`src/rtl/rtc_pkg.sv`:
```
package rtc_pkg;
    localparam int ADDR_W      = 8;
    localparam int CNT_BYTES   = 6;
    localparam int ALM_BYTES   = 4;
    localparam int CNT_W       = CNT_BYTES * 8;
    localparam int ALM_W       = ALM_BYTES * 8;
    localparam int ALM_LSB     = CNT_W - ALM_W;

    localparam logic [ADDR_W-1:0] ADDR_CTRL     = 8'h53;
    localparam logic [ADDR_W-1:0] ADDR_ALM_BASE = 8'h56;
    localparam logic [ADDR_W-1:0] ADDR_CNT_BASE = 8'h5A;

    localparam logic [7:0] CTRL_RESET = 8'h30;
    localparam int BIT_VALID  = 0;
    localparam int BIT_BYPASS = 1;
    localparam int BIT_ALM_EN = 2;
    localparam int BIT_BUFOFF = 3;
endpackage

```
`src/rtl/rtc_ctrl_reg.sv`:
```
module rtc_ctrl_reg
    import rtc_pkg::*;
(
    input  logic       clk,
    input  logic       rst_n,
    input  logic       wr_i,
    input  logic [7:0] wdata_i,
    output logic [7:0] ctrl_o
);
    typedef struct packed {
        logic [7:0] ctrl;
    } ctrl_state_t;

    ctrl_state_t state_d, state_q;

    always_comb begin
        state_d = state_q;
        if (wr_i) begin
            state_d.ctrl[7:1]       = wdata_i[7:1];
            state_d.ctrl[BIT_VALID] = state_q.ctrl[BIT_VALID] | wdata_i[BIT_VALID];
        end
    end

    always_ff @(posedge clk or negedge rst_n) begin
        if (!rst_n) state_q <= '{ctrl: CTRL_RESET};
        else        state_q <= state_d;
    end

    assign ctrl_o = state_q.ctrl;

    AST_VALID_STICKY: assert property (@(posedge clk) disable iff (!rst_n)
        ctrl_o[BIT_VALID] |=> ctrl_o[BIT_VALID]);
endmodule

```
`src/rtl/rtc_time_counter.sv`:
```
module rtc_time_counter #(
    parameter int NBYTES = 6,
    localparam int W = NBYTES * 8
) (
    input  logic              clk,
    input  logic              rst_n,
    input  logic              tick_i,
    input  logic [NBYTES-1:0] wsel_i,
    input  logic [7:0]        wdata_i,
    input  logic              snap_i,
    output logic [W-1:0]      count_o,
    output logic [W-1:0]      shadow_o
);
    typedef struct packed {
        logic [W-1:0] cnt;
        logic [W-1:0] shadow;
    } cnt_state_t;

    cnt_state_t state_d, state_q;

    always_comb begin
        state_d     = state_q;
        state_d.cnt = state_q.cnt + {{(W-1){1'b0}}, tick_i};
        for (int b = 0; b < NBYTES; b++) begin
            if (wsel_i[b]) state_d.cnt[b*8 +: 8] = wdata_i;
        end
        if (snap_i) state_d.shadow = state_q.cnt;
    end

    always_ff @(posedge clk or negedge rst_n) begin
        if (!rst_n) state_q <= '0;
        else        state_q <= state_d;
    end

    assign count_o  = state_q.cnt;
    assign shadow_o = state_q.shadow;

    AST_CNT_HOLD: assert property (@(posedge clk) disable iff (!rst_n)
        (!tick_i && wsel_i == '0) |=> $stable(count_o));
    AST_CNT_STEP: assert property (@(posedge clk) disable iff (!rst_n)
        (tick_i && wsel_i == '0) |=> (count_o == $past(count_o) + 1'b1));
    AST_SHADOW_HOLD: assert property (@(posedge clk) disable iff (!rst_n)
        !snap_i |=> $stable(shadow_o));
endmodule

```
`src/rtl/rtc_alarm_cmp.sv`:
```
module rtc_alarm_cmp #(
    parameter int NBYTES = 4,
    parameter int CNT_W  = 48,
    localparam int W     = NBYTES * 8,
    localparam int LSB   = CNT_W - W
) (
    input  logic              clk,
    input  logic              rst_n,
    input  logic [NBYTES-1:0] wsel_i,
    input  logic [7:0]        wdata_i,
    input  logic              en_i,
    input  logic [CNT_W-1:0]  count_i,
    output logic [W-1:0]      alarm_o,
    output logic              wake_o
);
    typedef struct packed {
        logic [W-1:0] alarm;
        logic         hit;
        logic         wake;
    } alm_state_t;

    alm_state_t state_d, state_q;
    logic       hit_now;

    always_comb begin
        state_d = state_q;
        for (int b = 0; b < NBYTES; b++) begin
            if (wsel_i[b]) state_d.alarm[b*8 +: 8] = wdata_i;
        end
        hit_now       = en_i && (state_q.alarm == count_i[CNT_W-1:LSB]);
        state_d.hit   = hit_now;
        state_d.wake  = hit_now && !state_q.hit;
    end

    always_ff @(posedge clk or negedge rst_n) begin
        if (!rst_n) state_q <= '0;
        else        state_q <= state_d;
    end

    assign alarm_o = state_q.alarm;
    assign wake_o  = state_q.wake;

    AST_WAKE_ONE_CYCLE: assert property (@(posedge clk) disable iff (!rst_n)
        wake_o |=> !wake_o);
    AST_WAKE_NEEDS_EN: assert property (@(posedge clk) disable iff (!rst_n)
        $rose(wake_o) |-> $past(en_i));
endmodule

```
`src/rtl/rtc_alarm_top.sv`:
```
module rtc_alarm_top
    import rtc_pkg::*;
(
    input  logic              clk,
    input  logic              rst_n,
    input  logic              tick_en,
    input  logic              wr_en,
    input  logic              rd_en,
    input  logic [ADDR_W-1:0] addr,
    input  logic [7:0]        wdata,
    output logic [7:0]        rdata,
    output logic              wake_pulse,
    output logic              osc_bypass,
    output logic              clkbuf_off,
    output logic              time_valid
);
    typedef struct packed {
        logic [7:0] rdata;
    } top_state_t;

    top_state_t state_d, state_q;

    logic [CNT_BYTES-1:0] cnt_hit;
    logic [ALM_BYTES-1:0] alm_hit;
    logic                 ctrl_hit;
    logic                 any_hit;
    logic [7:0]           ctrl;
    logic [CNT_W-1:0]     count;
    logic [CNT_W-1:0]     shadow;
    logic [ALM_W-1:0]     alarm;
    logic [7:0]           rd_val;

    for (genvar g = 0; g < CNT_BYTES; g++) begin : g_cnt_dec
        assign cnt_hit[g] = (addr == ADDR_CNT_BASE + ADDR_W'(g));
    end
    for (genvar g = 0; g < ALM_BYTES; g++) begin : g_alm_dec
        assign alm_hit[g] = (addr == ADDR_ALM_BASE + ADDR_W'(g));
    end
    assign ctrl_hit = (addr == ADDR_CTRL);
    assign any_hit  = ctrl_hit || (|cnt_hit) || (|alm_hit);

    rtc_ctrl_reg u_ctrl (
        .clk     (clk),
        .rst_n   (rst_n),
        .wr_i    (wr_en && ctrl_hit),
        .wdata_i (wdata),
        .ctrl_o  (ctrl)
    );

    rtc_time_counter #(.NBYTES(CNT_BYTES)) u_cnt (
        .clk      (clk),
        .rst_n    (rst_n),
        .tick_i   (tick_en),
        .wsel_i   (cnt_hit & {CNT_BYTES{wr_en}}),
        .wdata_i  (wdata),
        .snap_i   (rd_en && cnt_hit[0]),
        .count_o  (count),
        .shadow_o (shadow)
    );

    rtc_alarm_cmp #(.NBYTES(ALM_BYTES), .CNT_W(CNT_W)) u_alm (
        .clk     (clk),
        .rst_n   (rst_n),
        .wsel_i  (alm_hit & {ALM_BYTES{wr_en}}),
        .wdata_i (wdata),
        .en_i    (ctrl[BIT_ALM_EN]),
        .count_i (count),
        .alarm_o (alarm),
        .wake_o  (wake_pulse)
    );

    always_comb begin
        rd_val = 8'h00;
        if (ctrl_hit) rd_val = ctrl;
        for (int b = 0; b < ALM_BYTES; b++) begin
            if (alm_hit[b]) rd_val = alarm[b*8 +: 8];
        end
        if (cnt_hit[0]) rd_val = count[7:0];
        for (int b = 1; b < CNT_BYTES; b++) begin
            if (cnt_hit[b]) rd_val = shadow[b*8 +: 8];
        end
        state_d = state_q;
        if (rd_en) state_d.rdata = rd_val;
    end

    always_ff @(posedge clk or negedge rst_n) begin
        if (!rst_n) state_q <= '0;
        else        state_q <= state_d;
    end

    assign rdata      = state_q.rdata;
    assign osc_bypass = ctrl[BIT_BYPASS];
    assign clkbuf_off = ctrl[BIT_BUFOFF];
    assign time_valid = ctrl[BIT_VALID];

    AST_UNMAPPED_ZERO: assert property (@(posedge clk) disable iff (!rst_n)
        (rd_en && !any_hit) |=> (rdata == 8'h00));
    AST_RDATA_HOLD: assert property (@(posedge clk) disable iff (!rst_n)
        !rd_en |=> $stable(rdata));
    AST_ONE_DECODE: assert property (@(posedge clk) disable iff (!rst_n)
        $onehot0({ctrl_hit, cnt_hit, alm_hit}));
endmodule

```
`config.mk`:
```
export PLATFORM = sky130hd
export DESIGN_NAME = rtc_alarm_top
export DESIGN_NICKNAME = d
export VERILOG_FILES = /design/src/rtl/rtc_pkg.sv /design/src/rtl/rtc_ctrl_reg.sv /design/src/rtl/rtc_time_counter.sv /design/src/rtl/rtc_alarm_cmp.sv /design/src/rtl/rtc_alarm_top.sv
export SDC_FILE = /design/constraint.sdc
export NUM_CORES = 1
export LEC_CHECK = 0
export BUFFER_PORTS_ARGS = -buffer_cell sky130_fd_sc_hd__buf_2
export CAP_MARGIN = 5
export CORE_MARGIN = 2
export CORE_UTILIZATION = 40
export CTS_CLUSTER_DIAMETER = 100
export DETAILED_ROUTE_END_ITERATION = 10
export PLACE_DENSITY_LB_ADDON = 0.12
export SKIP_CTS_REPAIR_TIMING = 1
export SLEW_MARGIN = 20
export SYNTH_ARGS = -nofsm -noshare
export SYNTH_HDL_FRONTEND = slang
export SYNTH_SLANG_ARGS = --single-unit
```
`constraint.sdc`:
```
create_clock -name clk -period 1.85 [get_ports clk]
set_input_delay 0.2775 -clock clk [delete_from_list [all_inputs] [get_ports clk]]
set_output_delay 0.2775 -clock clk [all_outputs]
set_load 0.05 [all_outputs]
```
==> results.yml, run 1 <==
flow_run:
  cap_violations: 0
placement:
  portBuffers: 32
  place_area_um2: 8720
  place_congestion: 0.943
  dpl.hpwl_mm: 18.1
power:
  power_density_nw_per_um2: 856
  power.leakage_nw: 4.70
  vdd.ir_drop.worst_mv: 0.837
floorplan:
  die_y_um: 140
  die-area_um2: 19600
  num_rows: 49
  core-area_um2: 18100
  die_x_um: 140
  ios: 33
  initial_core_util_pct: 41.0
finish:
  finalInstanceArea_um2: 9780
  drive_above_1_share_pct: 40.0
  fillerInstances: 1598
  area_growth_pct: 31.9
  final_cell_mix: "dfrtp_1, buf_4, mux2_2"
  n_antenna_cell: 0
  layout.nets: 884
  layout.cells.most_common: "dfrtp_1"
clocking:
  cts_made_buffers: 17
  tritoncts: "yes"
  cts.clk_slew.worst_paths_ps: 60
  clk_latency_ps: 430
  cts.sink_count: 138
  cts_max_path_buffers: 2
  cts-root-buf: "clkbuf_16"
  cts.htree.levels: 4
timing:
  fin_ws_ps: -110
  slew_violations: 0
  clock_skew_ps: 12.1
  hold_violations: 0
  fmaxAchievable_ghz: 0.510
  period_needed_ps: 1960
  holdWs_ps: 231
  rsz0062_at_grt: "yes"
  max-slew-margin-rel_pct: 69.0
  setup_violations: 6
  finalSetupTns_ps: -309
  post-route-period-util_pct: 106
  worst_pin_slew_ps: 465
setup_path:
  crit_path_end: "u_cnt.count_o[20]"
  regToRegStartpoint: "u_cnt.count_o[0]"
  rr_worst_depth: 10
  r2r_slack_ps: -110
  timing.rr.end: "u_cnt.count_o[20]"
  critPathKind: "flip-flop to flip-flop"
  cp-startpoint: "u_cnt.count_o[0]"
  cp.required_ps: 2150
  crit_arrival_ps: 2260
  critPathMaxFanout: 8
  worstSetupEndpointType: "flip-flop"
  start_kind: "flip-flop"
routing:
  first_pass_iters: 8
  viasPerCell: 5.65
  drc: 2
  first_iter_violations: 591
  wl_per_cell_um: 23.0
  ant_nets: 0
  vias: 6237
  wirelength_mm: 25.3
yosys:
  yosys-top-cells-area: "dfrtp_1, mux2_2, xor2_1"
  yosysTopAreaCellShare_pct: 45.9
  synth_area_um2: 7410
  yosysWarnings: 0
  yosysUniqueCellTypes: 52
  synth_edf_count: 0
  syn-num-nets: 741
  synth-seq-cells: 138
  yosys_most_used_dff: "dfrtp_1"
  syn_area_per_cell_um2: 10.3
  async_flop_share_pct: 100
  syn_inst: 718
  ys_seq_area_share_pct: 46.6
  synth_area_leader_cell: "dfrtp_1"
global_route:
  grt_pass1_vias: 6036
  grt_start_max_net_pins: 44
  overflow: 0
  grt_first_pass_wirelength_mm: 37.1
  grtUsageTotal_pct: 25.7
  antenna_found_initial: 1
worst_hold_path:
  hp-class: "input pin to flip-flop"
  whs_path_depth: 3
run_status:
  violations: "design-rule violations, negative setup slack"
  status: "finished, violations left"
[kinds of logic after synthesis]
family / synth area share [%]
AO/OA/AOI/OAI: 11.1
XOR/XNOR: 9.22
adder cells (fa/ha/maj): 0.338
buffers and inverters: 3.24
flip-flops: 46.6
multiplexers: 14.1
AND/OR/NAND/NOR: 15.3
[routing by layer]
metal	part of all wire, %	track usage, %	vias to the layer above
met1	46	37.4	3140
met3	5.8	4.72	39
met4	2.0	7.60	2
met2	46	39.0	216
li1	-	-	2840
met5	0.24	2.26	-
[worst min-delay path by stage]
stage / from / end / slack, ps
4_1_cts: rst_n / u_cnt.shadow_o[14] / -220
3_5_place_dp: rst_n / u_cnt.count_o[5] / 230
5_1_grt: tick_en / u_cnt.count_o[0] / 230
6_report: tick_en / u_cnt.count_o[0] / 230
2_1_floorplan: rst_n / rdata[0] / -20
3_3_place_gp: rst_n / u_cnt.count_o[3] / 230
[layout make-up]
cell class / count / area [µm²] / area share [%]
clock inverter: 10 / 115 / 1.18
tap: 229 / 287 / 2.93
timing repair buffer: 168 / 1350 / 13.8
sequential: 138 / 3460 / 35.4
clock buffer: 22 / 474 / 4.85
inverter: 12 / 45.0 / 0.461
multi-input combinational: 524 / 4040 / 41.4
[cell usage after synthesis, drive strengths merged (3+ instances only)]
cell	number
a21oi	44
o22ai	9
a31oi	3
and4	5
buf	21
a22oi	11
nand2	48
nand4	16
o21ai	34
nor3	12
nand2b	3
xor2	51
and2	9
nand3	28
xnor2	27
a211oi	6
nor4	11
a2bb2oi	3
dfrtp	136
nor2	58
o22a	3
a22o	5
mux2	86
mux2i	8
inv	12
clkbuf	24
and3	11
nor2b	12
[sequential cells by signal, summed over array words and instances (netlist names)]
register / flops
rdata: 8
u_alm.alarm_o: 32
u_alm.state_q: 1
u_alm.wake_o: 1
u_cnt.count_o: 48
u_cnt.shadow_o: 40
u_ctrl.ctrl_o: 8
[per-stage QoR]
step / cells / util (%) / total power [mW] / setup WS, ps
finish: 1103 / 54.1 / 8.37 / -110
global route: 1103 / 54.1 / 8.67 / -164
CTS: 1087 / 51.5 / 8.23 / -265
detailed placement: 1055 / 48.2 / 4.79 / -235
global placement: 1055 / 48.2 / 4.77 / -252
floorplan: 718 / - / 4.12 / 3.90
[worst max-delay path: stages (launching register included)]
cell     delay, ps
dfrtp_1        380
ha_4           170
ha_4           140
nand3_4         80
nor2_4         160
buf_6          120
and4_1         190
buf_6          160
nand3_2         80
xor2_1         240
a21oi_1        110
[report_power, final]
| part | internal [mW] | switching (mW) | leakage, nW | total, mW |
|---|---|---|---|---|
| sequential | 3.23 | 0.203 | 1.85 | 3.44 |
| clock | 2.09 | 1.36 | 0.294 | 3.45 |
| combinational | 0.701 | 0.785 | 2.56 | 1.49 |
| total | 6.03 | 2.34 | 4.70 | 8.37 |
(Power assumes the default switching activity.)
==> inputs of run 2 (changes only) <==
ABC_AREA = 1   (was default)
CORE_UTILIZATION = 56   (was 40)
==> results.yml, run 2 <==
routing:
  wirelength_mm: 26.1
  first_iter_violations: 931
  first_pass_iters: 5
  wl_per_cell_um: 20.4
  viasPerCell: 5.75
  vias: 7359
  drc: 0
  ant_nets: 0
setup_path:
  critPathMaxFanout: 5
  worstSetupEndpointType: "flip-flop"
  critPathKind: "flip-flop to flip-flop"
  cp.required_ps: 2160
  rr_worst_depth: 12
  start_kind: "flip-flop"
  crit_arrival_ps: 2200
timing:
  fin_ws_ps: -37.8
  setup_violations: 4
  rsz0062_at_grt: "yes"
  holdWs_ps: 77.6
  period_needed_ps: 1890
  hold_violations: 0
  fmaxAchievable_ghz: 0.530
  clock_skew_ps: 6.63
  worst_pin_slew_ps: 675
  post-route-period-util_pct: 102
  max-slew-margin-rel_pct: 55.0
  slew_violations: 0
  finalSetupTns_ps: -113
clocking:
  clk_latency_ps: 430
  cts.htree.levels: 4
  cts_max_path_buffers: 2
  cts.clk_slew.worst_paths_ps: 60
  cts_made_buffers: 17
  cts.sink_count: 138
  tritoncts: "yes"
  cts-root-buf: "clkbuf_16"
yosys:
  yosysUniqueCellTypes: 40
  yosysWarnings: 0
  ys_top_cells_by_count: "nand2_1, dfrtp_1, o21ai_0"
  yosysTopAreaCellShare_pct: 45.2
  yosys_most_used_dff: "dfrtp_1"
  synth_area_um2: 7530
  syn-num-nets: 1000
  synth_edf_count: 0
  yosys-top-cells-area: "dfrtp_1, nand2_1, o21ai_0"
  synth-seq-cells: 138
  synth_most_common_cell: "nand2_1"
  syn_inst: 977
  syn_area_per_cell_um2: 7.71
  synth_area_leader_cell: "dfrtp_1"
  ys_seq_area_share_pct: 45.9
  async_flop_share_pct: 100
floorplan:
  die_y_um: 120
  die-area_um2: 14400
  num_rows: 42
  initial_core_util_pct: 57.1
  die_x_um: 120
  core-area_um2: 13200
  ios: 33
power:
  power_frac_seq_pct: 40.6
  vdd.ir_drop.worst_mv: 0.797
  power_density_nw_per_um2: 930
  power.leakage_nw: 4.56
  netSwitchingPower_mw: 2.39
  p_sw_share_pct: 27.3
  p_int_mw: 6.37
  p_comb_share_pct: 14.5
  p_clk_share_pct: 44.9
run_status:
  violations: "negative setup slack"
  status: "finished, violations left"
placement:
  place_congestion: 0.987
  dpl.hpwl_mm: 19.7
  portBuffers: 32
finish:
  final_cell_mix: "nand2_1, dfrtp_1, o21ai_0"
  area_growth_pct: 24.9
  fin_util_pct: 71.3
  layout.cells.most_common: "nand2_1"
  n_antenna_cell: 0
  fillerInstances: 1084
  drive_above_1_share_pct: 20.4
  layout.nets: 1114
  largest_reg_flops: 48
global_route:
  grtUsageTotal_pct: 37.8
  overflow: 0
  grt_first_pass_wirelength_mm: 40.2
  antenna_found_initial: 0
  grt_pass1_vias: 6980
  grt_start_max_net_pins: 57
flow_run:
  cap_violations: 0
worst_hold_path:
  whs_path_depth: 3
  hp-class: "input pin to flip-flop"
run 2: critical path: stages, from the launching register on:
cell and delay, ps:
dfrtp_1 380, ha_4 160, inv_2 40, nor2_4 130
nand2_4 90, nor2_4 130, nand3_4 100, nor2_4 200
nand2_4 110, nor2_8 140, nand3_1 110, nand3_2 90
o21ai_1 60
run 2: final cells by class:
cell class	instances	area [µm²]	area share, %
Clock buffer	21	460	4.89
Clock inverter	11	216	2.30
Inverter	101	379	4.03
Multi-Input combinational cell	713	3780	40.2
Sequential cell	138	3460	36.8
Tap cell	176	220	2.34
Timing Repair Buffer	120	892	9.48
run 2: cells by family after synthesis:
kind of cell,share of synthesized area (%)
buffers and inverters,6.36
AO/OA/AOI/OAI,11.7
flip-flops,45.9
XOR/XNOR,5.91
adder cells (fa/ha/maj),0.332
AND/OR/NAND/NOR,29.8
run 2: through the flow:
| stage | total power [mW] | setup WS, ps | cell area (µm²) | std cells |
|---|---|---|---|---|
| 3_5_place_dp | 4.71 | -122 | 8480 | 1239 |
| 2_1_floorplan | 4.14 | 70.1 | 7530 | 977 |
| 5_1_grt | 9.04 | -116 | 9410 | 1280 |
| 4_1_cts | 8.61 | -125 | 9150 | 1271 |
| 6_report | 8.75 | -37.8 | 9410 | 1280 |
| 3_3_place_gp | 4.69 | -75.1 | 8480 | 1239 |
run 2: final timing paths:
path                                  start            endpoint  slack, ps
min in group asynchronous             rst_n  u_cnt.shadow_o[15]        300
setup / recovery           u_cnt.count_o[0]   u_cnt.count_o[45]        -40
hold reg to reg            u_alm.state_q[1]        u_alm.wake_o        410
setup reg to reg           u_cnt.count_o[0]   u_cnt.count_o[45]        -40
max in group asynchronous             rst_n            rdata[4]        960
hold / removal                     wdata[2]   u_cnt.count_o[10]         80
run 2: power by group through the flow:
stage	Combinational, mW	Clock [mW]	Sequential, mW
after CTS	1.14	3.94	3.53
final	1.27	3.93	3.55
after global placement	1.12	0	3.58
after floorplan	0.634	0	3.51
after detailed placement	1.13	0	3.58
after global routing	1.40	4.06	3.58
run 2: routing by layer:
layer | GRT usage [%] | share of wire [%]
met2 | 61.2 | 47
met1 | 52.0 | 42
met3 | 7.37 | 8.8
met5 | 0 | 0
met4 | 10.7 | 2.7
